## config.mk

```make
export PLATFORM = sky130hd
export DESIGN_NAME = ea_calc
export DESIGN_NICKNAME = d
export VERILOG_FILES = /design/src/rtl/ea_pkg.sv /design/src/rtl/ea_ext_pick.sv /design/src/rtl/ea_index.sv /design/src/rtl/ea_unit.sv /design/src/rtl/ea_calc.sv
export SDC_FILE = /design/constraint.sdc
export NUM_CORES = 2
export LEC_CHECK = 0
export BUFFER_PORTS_ARGS = -buffer_cell sky130_fd_sc_hd__buf_4
export CAP_MARGIN = 30
export CORE_AREA = 2 2 282 284
export CTS_CLUSTER_DIAMETER = 30
export CTS_CLUSTER_SIZE = 12
export DETAILED_ROUTE_END_ITERATION = 6
export DIE_AREA = 0 0 284 286
export PLACE_DENSITY = 0.62
export SLEW_MARGIN = 15
export SYNTH_ARGS = -nofsm -noshare
export SYNTH_HDL_FRONTEND = slang
export SYNTH_SLANG_ARGS = --single-unit
```

## constraint.sdc

```tcl
create_clock -name clk -period 10.7 [get_ports clk]
set_input_delay 2.14 -clock clk [delete_from_list [all_inputs] [get_ports clk]]
set_output_delay 2.14 -clock clk [all_outputs]
set_load 0.02 [all_outputs]
```

## src/rtl/ea_pkg.sv

```systemverilog
package ea_pkg;
  localparam int EA_W = 32;

  typedef enum logic [2:0] {
    EA_DISP_AN  = 3'd0,
    EA_DISP_PC  = 3'd1,
    EA_IDX_AN   = 3'd2,
    EA_IDX_PC   = 3'd3,
    EA_ABS_S    = 3'd4,
    EA_ABS_L    = 3'd5,
    EA_POST_INC = 3'd6,
    EA_PRE_DEC  = 3'd7
  } ea_mode_e;

  function automatic logic [EA_W-1:0] sx16(input logic [15:0] w);
    return {{(EA_W-16){w[15]}}, w};
  endfunction

  function automatic logic [EA_W-1:0] sx8(input logic [7:0] b);
    return {{(EA_W-8){b[7]}}, b};
  endfunction

  // bytes moved by the stepping modes; the stack pointer stays word aligned
  function automatic logic [EA_W-1:0] step_bytes(input logic [1:0] sz, input logic is_sp);
    logic [EA_W-1:0] s;
    case (sz)
      2'd0:    s = is_sp ? EA_W'(2) : EA_W'(1);
      2'd1:    s = EA_W'(2);
      default: s = EA_W'(4);
    endcase
    return s;
  endfunction
endpackage

```

## src/rtl/ea_ext_pick.sv

```systemverilog
module ea_ext_pick
  import ea_pkg::*;
#(
  parameter bit IS_DST = 1'b0
) (
  input  logic            both_ext,
  input  logic [31:0]     queue,
  input  logic [EA_W-1:0] pc,
  output logic [15:0]     ext_word,
  output logic [EA_W-1:0] pc_base
);
  generate
    if (IS_DST) begin : g_dst
      // destination always owns the newer word
      assign ext_word = queue[15:0];
      assign pc_base  = pc - EA_W'(2);
    end else begin : g_src
      // source owns the older word when both operands carry extensions
      assign ext_word = both_ext ? queue[31:16] : queue[15:0];
      assign pc_base  = pc - (both_ext ? EA_W'(4) : EA_W'(2));
    end
  endgenerate
endmodule

```

## src/rtl/ea_index.sv

```systemverilog
module ea_index
  import ea_pkg::*;
#(
  parameter int NREGS = 8,
  localparam int RIW  = $clog2(NREGS)
) (
  input  logic [15:0]           brief,
  input  logic [NREGS*EA_W-1:0] data_file,
  input  logic [NREGS*EA_W-1:0] addr_file,
  output logic [EA_W-1:0]       offset
);
  logic [RIW-1:0]  idx_num;
  logic [EA_W-1:0] idx_raw;
  logic [EA_W-1:0] idx_val;

  assign idx_num = brief[12 +: RIW];
  assign idx_raw = brief[15] ? addr_file[idx_num*EA_W +: EA_W]
                             : data_file[idx_num*EA_W +: EA_W];
  assign idx_val = brief[11] ? idx_raw : sx16(idx_raw[15:0]);
  assign offset  = idx_val + sx8(brief[7:0]);
endmodule

```

## src/rtl/ea_unit.sv

```systemverilog
module ea_unit
  import ea_pkg::*;
#(
  parameter int NREGS = 8,
  localparam int RIW  = $clog2(NREGS)
) (
  input  ea_mode_e              mode,
  input  logic                  enable,
  input  logic [1:0]            size,
  input  logic [RIW-1:0]        base_reg,
  input  logic [15:0]           ext_word,
  input  logic [31:0]           queue,
  input  logic [EA_W-1:0]       pc_base,
  input  logic [NREGS*EA_W-1:0] data_file,
  input  logic [NREGS*EA_W-1:0] addr_file,
  output logic [EA_W-1:0]       ea,
  output logic                  wr,
  output logic [EA_W-1:0]       wr_val
);
  logic [EA_W-1:0] base_an;
  logic [EA_W-1:0] step;
  logic [EA_W-1:0] idx_off;
  logic            is_step_mode;
  logic [EA_W-1:0] raw_ea;
  logic [EA_W-1:0] raw_upd;

  assign base_an      = addr_file[base_reg*EA_W +: EA_W];
  assign step         = step_bytes(size, base_reg == RIW'(NREGS-1));
  assign is_step_mode = (mode == EA_POST_INC) || (mode == EA_PRE_DEC);

  ea_index #(.NREGS(NREGS)) u_idx (
    .brief     (ext_word),
    .data_file (data_file),
    .addr_file (addr_file),
    .offset    (idx_off)
  );

  always_comb begin
    raw_upd = base_an;
    case (mode)
      EA_DISP_AN:  raw_ea = base_an + sx16(ext_word);
      EA_DISP_PC:  raw_ea = pc_base + sx16(ext_word);
      EA_IDX_AN:   raw_ea = base_an + idx_off;
      EA_IDX_PC:   raw_ea = pc_base + idx_off;
      EA_ABS_S:    raw_ea = sx16(ext_word);
      EA_ABS_L:    raw_ea = queue;
      EA_POST_INC: begin
        raw_ea  = base_an;
        raw_upd = base_an + step;
      end
      default: begin
        raw_ea  = base_an - step;
        raw_upd = raw_ea;
      end
    endcase
  end

  assign ea     = enable ? raw_ea : '0;
  assign wr     = enable && is_step_mode;
  assign wr_val = wr ? raw_upd : '0;
endmodule

```

## src/rtl/ea_calc.sv

```systemverilog
module ea_calc
  import ea_pkg::*;
#(
  parameter int NREGS = 8,
  localparam int RIW  = $clog2(NREGS),
  localparam int FW   = NREGS * EA_W
) (
  input  logic            clk,
  input  logic            rst_n,
  input  logic            req_valid,
  input  logic [2:0]      mode,
  input  logic            use_src,
  input  logic            use_dst,
  input  logic [1:0]      op_size,
  input  logic [RIW-1:0]  src_reg,
  input  logic [RIW-1:0]  dst_reg,
  input  logic [31:0]     prefetch_q,
  input  logic [EA_W-1:0] pc,
  input  logic [FW-1:0]   data_file,
  input  logic [FW-1:0]   addr_file,
  output logic            res_valid,
  output logic [EA_W-1:0] src_addr,
  output logic [EA_W-1:0] dst_addr,
  output logic            src_wr,
  output logic [EA_W-1:0] src_wr_val,
  output logic            dst_wr,
  output logic [EA_W-1:0] dst_wr_val
);
  localparam int NOPS = 2;

  logic            both_ext;
  logic [EA_W-1:0] ea_c   [NOPS];
  logic            wr_c   [NOPS];
  logic [EA_W-1:0] upd_c  [NOPS];
  logic [EA_W-1:0] ea_q   [NOPS];
  logic            wr_q   [NOPS];
  logic [EA_W-1:0] upd_q  [NOPS];

  assign both_ext = use_src && use_dst;

  for (genvar op = 0; op < NOPS; op++) begin : g_op
    logic [15:0]     ext_word;
    logic [EA_W-1:0] pc_base;

    ea_ext_pick #(.IS_DST(op == 1)) u_pick (
      .both_ext (both_ext),
      .queue    (prefetch_q),
      .pc       (pc),
      .ext_word (ext_word),
      .pc_base  (pc_base)
    );

    ea_unit #(.NREGS(NREGS)) u_unit (
      .mode      (ea_mode_e'(mode)),
      .enable    ((op == 1) ? use_dst : use_src),
      .size      (op_size),
      .base_reg  ((op == 1) ? dst_reg : src_reg),
      .ext_word  (ext_word),
      .queue     (prefetch_q),
      .pc_base   (pc_base),
      .data_file (data_file),
      .addr_file (addr_file),
      .ea        (ea_c[op]),
      .wr        (wr_c[op]),
      .wr_val    (upd_c[op])
    );

    always_ff @(posedge clk) begin
      if (!rst_n) begin
        ea_q[op]  <= '0;
        wr_q[op]  <= 1'b0;
        upd_q[op] <= '0;
      end else begin
        wr_q[op] <= req_valid && wr_c[op];
        if (req_valid) begin
          ea_q[op]  <= ea_c[op];
          upd_q[op] <= upd_c[op];
        end
      end
    end
  end

  always_ff @(posedge clk) begin
    if (!rst_n) res_valid <= 1'b0;
    else        res_valid <= req_valid;
  end

  assign src_addr   = ea_q[0];
  assign dst_addr   = ea_q[1];
  assign src_wr     = wr_q[0];
  assign dst_wr     = wr_q[1];
  assign src_wr_val = upd_q[0];
  assign dst_wr_val = upd_q[1];
endmodule

```

==> results_dict.tcl <==
set metrics [dict create \
    syn_area_um2 33570 \
    place_hpwl_mm 144.2 \
    ys.flop_type "edfxtp_1" \
    die_area_um2 81220 \
    design_area_um2 40740 \
    postPlaceCellArea_um2 39940 \
    yosysTopAreaCell "mux4_2" \
    path_buf_inv 2 \
    cts_hold_buf 0 \
    ys_types 92 \
    grt_max_degree 121 \
    cp_slowest_cell "a2111oi_0" \
    max_cap_viol_count 0 \
    via_per_inst 6.627 \
    vias 39260 \
    cp_slowest_stage_delay_ns 0.74 \
    syn_inst 4272 \
    grt_setup_unrepaired "no" \
    drc 2 \
    period_needed_ns 9.507 \
    synth_area_leaders "mux4_2 19%, edfxtp_1 11%, nand2_1 8.8%" \
    finalMaxSlewViolations 0 \
    synth-async-reset-ratio_pct 0 \
    syn-num-nets 5076 \
    cp_max_fo 51 \
    routed_wl_mm 179.0 \
    cts_resized 0 \
    ys_warn_count 0 \
    coreArea_um2 78360 \
    cp-endpoint "ea_q[0][31]" \
    p_leak_uw 0.01724 \
    layout-drive-gt1-share_pct 25.36 \
    pre_cts_slack_ns 0.9058 \
    start_util_pct 42.84 \
    io_pins 723 \
    grt-ovfl-total 0 \
    drt_iter0_drc 5057 \
    path_clk_slew_ns 0.08 \
    synth_top_area_share_pct 19.39 \
    root_buffer "clkbuf_16" \
    critPathCaptureType "flop" \
    final_cell_mix "802 x buf_4, 787 x nand2_1, 320 x nand3_1" \
    critPathArrivalTime_ns 9.70 \
    holdCritPathClass "input port to flop" \
    portBuffers 722 \
    cts_tree "built" \
    wl_per_cell_um 30.22 \
    p_total_uw 4277 \
    status "finished with violations" \
    crit_cells 33 \
    final.period_utilization_pct 88.85 \
    cp_top_family "compound AO/OA/AOI/OAI gates" \
    tns_ns 0 \
    synth-seq-cells 131 \
    worstMarginPinSlew_ns 1.038 \
    cts_setup_buffers 0 \
    postRouteAntennaNets 0 \
    dieWidth_um 284 \
    syn_to_final_growth_pct 21.36 \
    clock.fmax_mhz 105.2 \
    fill_cells 7726 \
    crit_required_ns 10.90 \
    cts_buffers 17 \
    pwr_density_cell_nw_per_um2 105.0 \
    die_h_um 286 \
    failed_checks "DRC" \
    slew_headroom_pct 28.84 \
    seq_area_frac_synth_pct 11.63 \
    cts-htree-levels 4 \
    critical_path.startpoint_type "input port" \
    ir_worst_vdd_mv 0.1181 \
    grt_first_pass_wirelength_mm 253.9 \
    clock_path_buffers 2 \
    mostFrequentLayoutCell "buf_4" \
    holdPathStages 3 \
    drtPass1Iterations 7 \
    cts_num_sinks 131 \
    grt_pass1_vias 36870 \
    setup_viol 0 \
    placementRows 103 \
    avgSynthCellArea_um2 7.857 \
    grt_antenna_before_repair 42 \
    grt_usage_pct 42.30 \
    place.gp.congestion 1.014 \
    critical_path_class "input port to flop" \
    worstSetupStartpoint "prefetch_q[31]" \
    finalHoldViolations 0 \
    nets 5622 \
    synth_edf_count 128 \
    fin_ws_ns 1.193 \
]
-- how the worst min path moves through the flow --
| stage | start | endpoint |
|---|---|---|
| floorplan | prefetch_q[6] | ea_q[1][6] |
| global placement | res_valid | res_valid |
| detailed placement | wr_q[1] | dst_wr |
| CTS | req_valid | res_valid |
| global route | req_valid | res_valid |
| finish | prefetch_q[6] | ea_q[1][6] |
-- cell type report --
| class | instances | area, um^2 | share of cell area, % |
|---|---|---|---|
| Antenna cell | 43 | 107.6 | 0.2641 |
| Clock inverter | 15 | 158.9 | 0.3901 |
| Sequential cell | 131 | 3904 | 9.583 |
| Inverter | 137 | 514.2 | 1.262 |
| Tap cell | 1050 | 1314 | 3.225 |
| Multi-Input combinational cell | 3714 | 28030 | 68.80 |
| Clock buffer | 17 | 425.4 | 1.044 |
| Timing Repair Buffer | 817 | 6285 | 15.43 |
-- per-stage QoR --
stage	utilization, %	hold slack, ns	cells
2_1_floorplan	-	2.379	4272
3_3_place_gp	50.92	2.550	5837
3_5_place_dp	50.97	2.554	5843
4_1_cts	51.72	2.153	5875
5_1_grt	51.97	2.172	5918
6_report	51.99	2.186	5924
-- Yosys cell counts (all sizes together), types with 13 or more instances --
master / n
nand2b: 28
a31oi: 65
nor2b: 37
ha: 201
nor3b: 13
nor3: 71
nand4: 27
a211oi: 48
or3: 27
o21a: 34
and3: 54
o22ai: 31
xnor2: 213
mux2i: 95
buf: 87
edfxtp: 128
o21bai: 25
inv: 132
a311oi: 67
mux4: 289
o21ai: 241
a221oi: 28
nand2: 790
o211ai: 16
nor2: 274
or2: 15
o31ai: 17
nand3: 320
a21oi: 259
and2: 20
mux2: 26
clkbuf: 203
nor4: 21
a21o: 95
xor2: 103
-- where the power goes --
part,internal [uW],leakage (uW),switching [uW]
Clock,345,0.000280,284
Combinational,1210,0.0156,1820
Sequential,603,0.00141,12.3
Total,2160,0.0172,2120
-- sequential cells by signal, summed over array words and instances, names as in the netlist --
| register | cells |
|---|---|
| upd_q | 64 |
| ea_q | 64 |
| res_valid | 1 |
| wr_q | 2 |
-- cells by family (layout without fill, tap and decap cells) --
logic type / count (synthesis) / after routing / synth area share [%]
XOR/XNOR: 316 / 316 / 8.245
adder cells (fa/ha/maj): 212 / 212 / 8.148
AO/OA/AOI/OAI: 1039 / 1039 / 20.03
AND/OR/NAND/NOR: 1737 / 1737 / 23.51
multiplexers: 410 / 410 / 23.28
buffers and inverters: 427 / 986 / 5.159
other: 0 / 43 / 0
flip-flops: 131 / 131 / 11.63
-- per-layer routing --
metal  wire length, um  GRT usage (%)  vias to the layer above
li1                  -              -                    17200
met5                16              0                        -
met1             68290          54.57                    18880
met2             78200          64.92                     2708
met3             19830          8.764                      465
met4             12680          26.41                        2
(Power assumes the default switching activity.)
